### src/rtl/nsg_pkg.sv
package nsg_pkg;

   localparam int SEMIS = 12;
   localparam int BASE_W = 32;

   // increments of the lowest octave at a 32-bit phase and 24 kHz sampling
   function automatic logic [BASE_W-1:0] semi_base(input logic [3:0] s);
      case (s)
         4'd0:    semi_base = 32'd23409859;
         4'd1:    semi_base = 32'd24801883;
         4'd2:    semi_base = 32'd26276679;
         4'd3:    semi_base = 32'd27839171;
         4'd4:    semi_base = 32'd29494575;
         4'd5:    semi_base = 32'd31248413;
         4'd6:    semi_base = 32'd33106541;
         4'd7:    semi_base = 32'd35075158;
         4'd8:    semi_base = 32'd37160835;
         4'd9:    semi_base = 32'd39370534;
         4'd10:   semi_base = 32'd41711627;
         4'd11:   semi_base = 32'd44191930;
         default: semi_base = '0;
      endcase
   endfunction

endpackage

### src/rtl/nsg_pitch_rom.sv
module nsg_pitch_rom #(
   parameter int PHASE_W = 32,
   parameter int OCT_W   = 2
) (
   input  logic [3:0]         semi,
   input  logic [OCT_W-1:0]   oct,
   output logic [PHASE_W-1:0] inc
);
   import nsg_pkg::*;

   logic [BASE_W-1:0]  base;
   logic [PHASE_W-1:0] base_ext;

   assign base = semi_base(semi);

   generate
      if (PHASE_W >= BASE_W) begin : g_wide
         assign base_ext = PHASE_W'(base) << (PHASE_W - BASE_W);
      end else begin : g_narrow
         assign base_ext = PHASE_W'(base >> (BASE_W - PHASE_W));
      end
   endgenerate

   assign inc = base_ext << oct;

endmodule

### src/rtl/nsg_sequencer.sv
module nsg_sequencer #(
   parameter int LEN_W       = 16,
   parameter int NUM_OCTAVES = 3,
   parameter int DEFAULT_LEN = 6000,
   parameter int OCT_W       = 2
) (
   input  logic               clk,
   input  logic               rst_n,
   input  logic               stb,
   input  logic [LEN_W-1:0]   note_len,
   output logic [3:0]         semi,
   output logic [OCT_W-1:0]   oct,
   output logic [LEN_W-1:0]   timer,
   output logic               note_end
);
   import nsg_pkg::*;

   logic [LEN_W-1:0] len_eff;
   logic             last;
   logic [3:0]       semi_q;
   logic [OCT_W-1:0] oct_q;
   logic [LEN_W-1:0] timer_q;

   assign len_eff  = (note_len == '0) ? LEN_W'(DEFAULT_LEN) : note_len;
   assign last     = (timer_q >= len_eff - LEN_W'(1));
   assign note_end = stb & last;

   always_ff @(posedge clk) begin
      if (!rst_n) begin
         semi_q  <= '0;
         oct_q   <= '0;
         timer_q <= '0;
      end else if (stb) begin
         if (last) begin
            timer_q <= '0;
            if (semi_q == 4'(SEMIS - 1)) begin
               semi_q <= '0;
               oct_q  <= (oct_q == OCT_W'(NUM_OCTAVES - 1)) ? '0 : oct_q + OCT_W'(1);
            end else begin
               semi_q <= semi_q + 4'd1;
            end
         end else begin
            timer_q <= timer_q + LEN_W'(1);
         end
      end
   end

   assign semi  = semi_q;
   assign oct   = oct_q;
   assign timer = timer_q;

endmodule

### src/rtl/nsg_square_osc.sv
module nsg_square_osc #(
   parameter int PHASE_W   = 32,
   parameter int SAMPLE_W  = 16,
   parameter int AMPLITUDE = 8192
) (
   input  logic                       clk,
   input  logic                       rst_n,
   input  logic                       stb,
   input  logic                       restart,
   input  logic [PHASE_W-1:0]         inc,
   output logic signed [SAMPLE_W-1:0] sample,
   output logic [PHASE_W-1:0]         phase
);
   localparam logic signed [SAMPLE_W-1:0] POS_LVL = SAMPLE_W'(AMPLITUDE);
   localparam logic signed [SAMPLE_W-1:0] NEG_LVL = SAMPLE_W'(-AMPLITUDE);

   logic [PHASE_W-1:0]         acc_q;
   logic signed [SAMPLE_W-1:0] sample_q;

   always_ff @(posedge clk) begin
      if (!rst_n) begin
         acc_q    <= '0;
         sample_q <= '0;
      end else if (stb) begin
         sample_q <= acc_q[PHASE_W-1] ? NEG_LVL : POS_LVL;
         acc_q    <= restart ? '0 : acc_q + inc;
      end
   end

   assign sample = sample_q;
   assign phase  = acc_q;

endmodule

### src/rtl/note_sweep_gen.sv
module note_sweep_gen #(
   parameter int SAMPLE_W    = 16,
   parameter int PHASE_W     = 32,
   parameter int NUM_OCTAVES = 3,
   parameter int LEN_W       = 16,
   parameter int DEFAULT_LEN = 6000,
   parameter int AMPLITUDE   = 8192
) (
   input  logic                clk,
   input  logic                rst_n,
   input  logic                sample_stb,
   input  logic [LEN_W-1:0]    note_len,
   output logic [SAMPLE_W-1:0] left,
   output logic [SAMPLE_W-1:0] right
);
   import nsg_pkg::*;

   localparam int OCT_W     = (NUM_OCTAVES > 1) ? $clog2(NUM_OCTAVES) : 1;
   localparam int NUM_NOTES = SEMIS * NUM_OCTAVES;
   localparam int NOTE_W    = $clog2(NUM_NOTES);

   generate
      if (SAMPLE_W < 2) begin : g_bad_sw
         $error("SAMPLE_W must be at least 2");
      end
      if (AMPLITUDE <= 0 || AMPLITUDE >= (1 << (SAMPLE_W - 1))) begin : g_bad_amp
         $error("AMPLITUDE must fit in a signed sample");
      end
      if (PHASE_W < 16) begin : g_bad_pw
         $error("PHASE_W below 16 gives too coarse a pitch");
      end
      if (NUM_OCTAVES < 1 || NUM_OCTAVES > 6) begin : g_bad_oct
         $error("NUM_OCTAVES must be 1 to 6");
      end
      if (DEFAULT_LEN < 1 || DEFAULT_LEN >= (1 << LEN_W)) begin : g_bad_len
         $error("DEFAULT_LEN must fit in LEN_W bits");
      end
   endgenerate

   logic [3:0]                semi_q;
   logic [OCT_W-1:0]          oct_q;
   logic [LEN_W-1:0]          timer_q;
   logic                      note_end;
   logic [PHASE_W-1:0]        inc;
   logic [PHASE_W-1:0]        acc_q;
   logic signed [SAMPLE_W-1:0] sample_q;
   logic [NOTE_W-1:0]         note_idx;

   nsg_sequencer #(
      .LEN_W(LEN_W), .NUM_OCTAVES(NUM_OCTAVES),
      .DEFAULT_LEN(DEFAULT_LEN), .OCT_W(OCT_W)
   ) u_seq (
      .clk(clk), .rst_n(rst_n), .stb(sample_stb), .note_len(note_len),
      .semi(semi_q), .oct(oct_q), .timer(timer_q), .note_end(note_end)
   );

   nsg_pitch_rom #(.PHASE_W(PHASE_W), .OCT_W(OCT_W)) u_rom (
      .semi(semi_q), .oct(oct_q), .inc(inc)
   );

   nsg_square_osc #(
      .PHASE_W(PHASE_W), .SAMPLE_W(SAMPLE_W), .AMPLITUDE(AMPLITUDE)
   ) u_osc (
      .clk(clk), .rst_n(rst_n), .stb(sample_stb), .restart(note_end),
      .inc(inc), .sample(sample_q), .phase(acc_q)
   );

   assign note_idx = NOTE_W'(oct_q) * NOTE_W'(SEMIS) + NOTE_W'(semi_q);

   assign left  = sample_q;
   assign right = sample_q;

endmodule

### config.mk
export PLATFORM = sky130hd
export DESIGN_NAME = note_sweep_gen
export DESIGN_NICKNAME = d
export VERILOG_FILES = /design/src/rtl/nsg_pkg.sv /design/src/rtl/nsg_pitch_rom.sv /design/src/rtl/nsg_sequencer.sv /design/src/rtl/nsg_square_osc.sv /design/src/rtl/note_sweep_gen.sv
export SDC_FILE = /design/constraint.sdc
export NUM_CORES = 1
export LEC_CHECK = 0
export ABC_AREA = 1
export BUFFER_PORTS_ARGS = -buffer_cell sky130_fd_sc_hd__buf_2
export CAP_MARGIN = 20
export CORE_MARGIN = 2
export CORE_UTILIZATION = 65
export DETAILED_ROUTE_END_ITERATION = 16
export PLACE_DENSITY = 0.85
export RECOVER_POWER = 100
export SLEW_MARGIN = 5
export SYNTH_ARGS = -nofsm -noshare
export SYNTH_HDL_FRONTEND = slang
export SYNTH_SLANG_ARGS = --single-unit
### constraint.sdc
create_clock -name clk -period 7.15 [get_ports clk]
set_input_delay 1.43 -clock clk [delete_from_list [all_inputs] [get_ports clk]]
set_output_delay 1.43 -clock clk [all_outputs]
set_load 0.005 [all_outputs]
==> flow_metrics.py <==
metrics = {
    "clock_network": {
        "clkLatencyLatePin_ns": 0.37,
        "ctsLongestPathBuffers": 2,
        "cts.clk_slew.worst_paths_ns": 0.08,
        "ctsHoldBuffers": 0,
        "cts-root-buf": "clkbuf_8",
        "cts_setup_buffers": 0,
        "htreeDepth": 3,
        "cts.sinks": 82,
        "cts_tree": "built",
        "cts.repair.resized": 0,
        "cts_buffers": 9,
    },
    "sta": {
        "worstMarginPinSlew_ns": 1.221,
        "setup-violations-final": 0,
        "rsz0062_at_grt": "no",
        "clock_skew_ns": 0.008110,
        "post-route-min-period_ns": 5.451,
        "slew_viol_final": 0,
        "fin_crit_sh": 0.7624,
        "fin_tns_setup_ns": 0,
        "max-slew-margin-rel": 0.1853,
        "max_clock_freq_ghz": 0.1835,
        "hold_viol": 0,
    },
    "floorplan": {
        "dieWidth_um": 105.4,
        "io_pins": 51,
        "row_count": 37,
        "die_h_um": 105.4,
        "start_util": 0.6588,
        "design.core.area_um2": 10140,
        "dieArea_um2": 11100,
    },
    "worst_setup_path": {
        "r2r_setup_slack_ns": 3.95,
        "critPathKind": "in -> reg",
        "reg2regPathDepth": 14,
        "cp.arrival_ns": 5.76,
        "worstReg2RegEnd": "u_osc.phase[20]$_SDFFE_PN0P_",
        "cp-startpoint": "note_len[0]",
        "start_kind": "primary input",
        "cp-end-kind": "flip-flop",
        "worstPathRequired_ns": 7.46,
        "crit_path_end": "u_rom.base[10]$_DFF_P_",
        "r2r-start": "u_seq.oct[1]$_SDFFE_PN0P_",
        "crit_fanout": 22,
    },
    "logic_synthesis": {
        "yosys_warnings": 0,
        "post_synth.cell_area_avg_um2": 6.699,
        "yosysMostFrequentCell": "nand2_1",
        "synthCells": 997,
        "synthTopCellsByArea": "dfxtp_1, nand2_1, ha_1, a21oi_1, mux2i_1",
        "ys_seq_elements": 82,
        "synth-compound-area-share": 0.1257,
        "ys_seq_area_frac": 0.2458,
        "yosysTopAreaCell": "dfxtp_1",
        "synthXorXnorAreaFrac": 0.03541,
        "ys.flop_type": "dfxtp_1",
        "synth_edf_count": 0,
        "synth_top_family_by_area": "simple AND/OR/NAND/NOR gates",
        "synth_cell_type_count": 42,
        "synthMuxAreaShare": 0.06594,
        "synth_simple_gate_area_frac": 0.3194,
        "synth_fa_ha_area_frac": 0.1042,
        "yosys.area.top_type_share": 0.2458,
        "synthArstFlopShare": 0,
        "netlist_area_um2": 6679,
        "synth_common_cells": "nand2_1, nor2_1, a21oi_1",
    },
    "run_status": {
        "status": "finished clean",
    },
    "route": {
        "drt_iter0_drc": 397,
        "wirelength_mm": 15.12,
        "vias": 6373,
        "drc": 0,
        "wl_per_cell_um": 13.20,
        "ant_nets": 0,
        "first_pass_iters": 8,
        "viasPerCell": 5.561,
    },
    "placement": {
        "gp_congestion": 1.034,
        "portBuffers": 24,
        "hpwl_mm": 11.83,
    },
    "hold_path": {
        "holdCritPathClass": "reg -> reg",
        "hold_depth": 2,
    },
    "pwr": {
        "p_per_area_nw_per_um2": 147.0,
        "total_power_mw": 1.013,
        "peakVddDrop_mv": 0.1097,
        "power_leakage_nw": 3.188,
    },
    "global_route": {
        "grt_max_degree": 37,
        "grt_pass1_wl_mm": 25.04,
        "gr-usage-all-layers": 0.2761,
        "antenna_found_initial": 0,
        "grt_pass1_vias": 5691,
        "grt-ovfl-total": 0,
    },
    "finish": {
        "multiInputGateArea_um2": 4379,
        "syn_to_final_growth_pct": 3.203,
        "antenna_cells": 0,
        "fin_nets": 1079,
        "nFillCells": 940,
        "drive_gt1_frac": 0.05248,
        "ff_latch_area_um2": 1642,
    },
    "job": {
        "maxCapViolCount": 0,
    },
}
layout make-up:
| class | instances | share of cell area |
|---|---|---|
| multi-input combinational | 798 | 0.6353 |
| sequential | 82 | 0.2382 |
| inverter | 87 | 0.04738 |
| tap | 136 | 0.02469 |
| clock buffer | 11 | 0.02196 |
| timing repair buffer | 27 | 0.01997 |
| clock inverter | 5 | 0.01252 |
how the worst min path moves through the flow:
stage | slack, ns | endpoint | from
after global placement | 0.46 | u_osc.phase[12]$_SDFFE_PN0P_ | u_osc.phase[12]$_SDFFE_PN0P_
after floorplan | 0.45 | u_osc.phase[0]$_SDFFE_PN0P_ | u_osc.phase[0]$_SDFFE_PN0P_
final | 0.48 | u_osc.phase[15]$_SDFFE_PN0P_ | u_osc.phase[15]$_SDFFE_PN0P_
after global routing | 0.50 | u_osc.phase[20]$_SDFFE_PN0P_ | u_osc.phase[20]$_SDFFE_PN0P_
after detailed placement | 0.46 | u_osc.phase[15]$_SDFFE_PN0P_ | u_osc.phase[15]$_SDFFE_PN0P_
after CTS | 0.48 | u_osc.phase[15]$_SDFFE_PN0P_ | u_osc.phase[15]$_SDFFE_PN0P_
worst max-delay path: stages:
cell and delay [ns]:
clkbuf_1 0.11, inv_1 0.05, ha_1 0.21, nand2_1 0.15, nor4_1 0.08, nand2_1 0.35, nand4_1 0.25, nor2_1 0.31
nand3_1 0.13, xor2_1 0.16, ha_1 0.31, a21oi_1 0.15, o21ai_1 0.09, a21oi_2 0.11, nand2_1 0.20, nand2_1 0.26
nand2_1 0.08, nand2_1 0.10, nand2_1 0.42, nor2_1 0.50, nand2_1 0.18, nand2_1 0.12
logic make-up (layout without fill, tap and decap cells):
kind of cell               count (synthesis)  in the layout
and+or+nand+nor                          491            491
AOI/OAI and AO/OA                        155            155
buffers and inverters                    142            130
DFF                                       82             82
adders and majority gates                 55             55
muxes                                     44             44
xor gates and xnor gates                  27             27
other                                      1             26
placed cells by master, fill, tap and decap left out, types with 3 or more instances in the layout:
master    count
a22oi_1       4
clkbuf_1      4
o21bai_1      5
o21ai_1       4
mux2i_1      44
clkinv_4      3
a21oi_1      90
buf_2        20
nor2_1      107
nor4_1        4
ha_1         54
o21ai_0      36
o21a_1        3
a21o_1        6
inv_1        85
clkbuf_8     11
xor2_1       19
buf_4         3
conb_1       26
nand2_1     265
nand3b_1      7
nor2_2        3
nand3_1      66
dfxtp_1      82
xnor2_1       8
nand4_1      14
nor3_1       15
report_power, final:
part           total (mW)  internal (mW)  switching [mW]
sequential          0.477          0.469         0.00845
clock               0.394          0.217           0.177
combinational       0.142         0.0504          0.0921
per-stage QoR:
stage,worst slack (ns),hold WS (ns),area (µm²),util,std cells
floorplan,2.690,0.4497,6773,-,1022
global placement,2.206,0.4609,6724,0.6632,1130
detailed placement,2.082,0.4631,6724,0.6632,1130
CTS,2.477,0.4756,6962,0.6867,1146
global route,1.147,0.4965,6893,0.6799,1146
finish,1.699,0.4758,6893,0.6799,1146
flip-flops by register name, indices dropped and copies added (netlist names):
signal	flops
u_rom.base	26
u_seq.oct	2
u_osc.phase	32
u_seq.semi	4
u_seq.timer	16
u_osc.sample	2
routing by layer:
| metal | up-vias | track usage | wire, µm |
|---|---|---|---|
| met3 | 42 | 0.03958 | 968 |
| met5 | - | 0 | 0 |
| li1 | 3265 | - | - |
| met1 | 2877 | 0.3690 | 6951 |
| met2 | 189 | 0.4410 | 6747 |
| met4 | 0 | 0.1248 | 456 |
No activity file was read; power rests on OpenSTA's default activity.
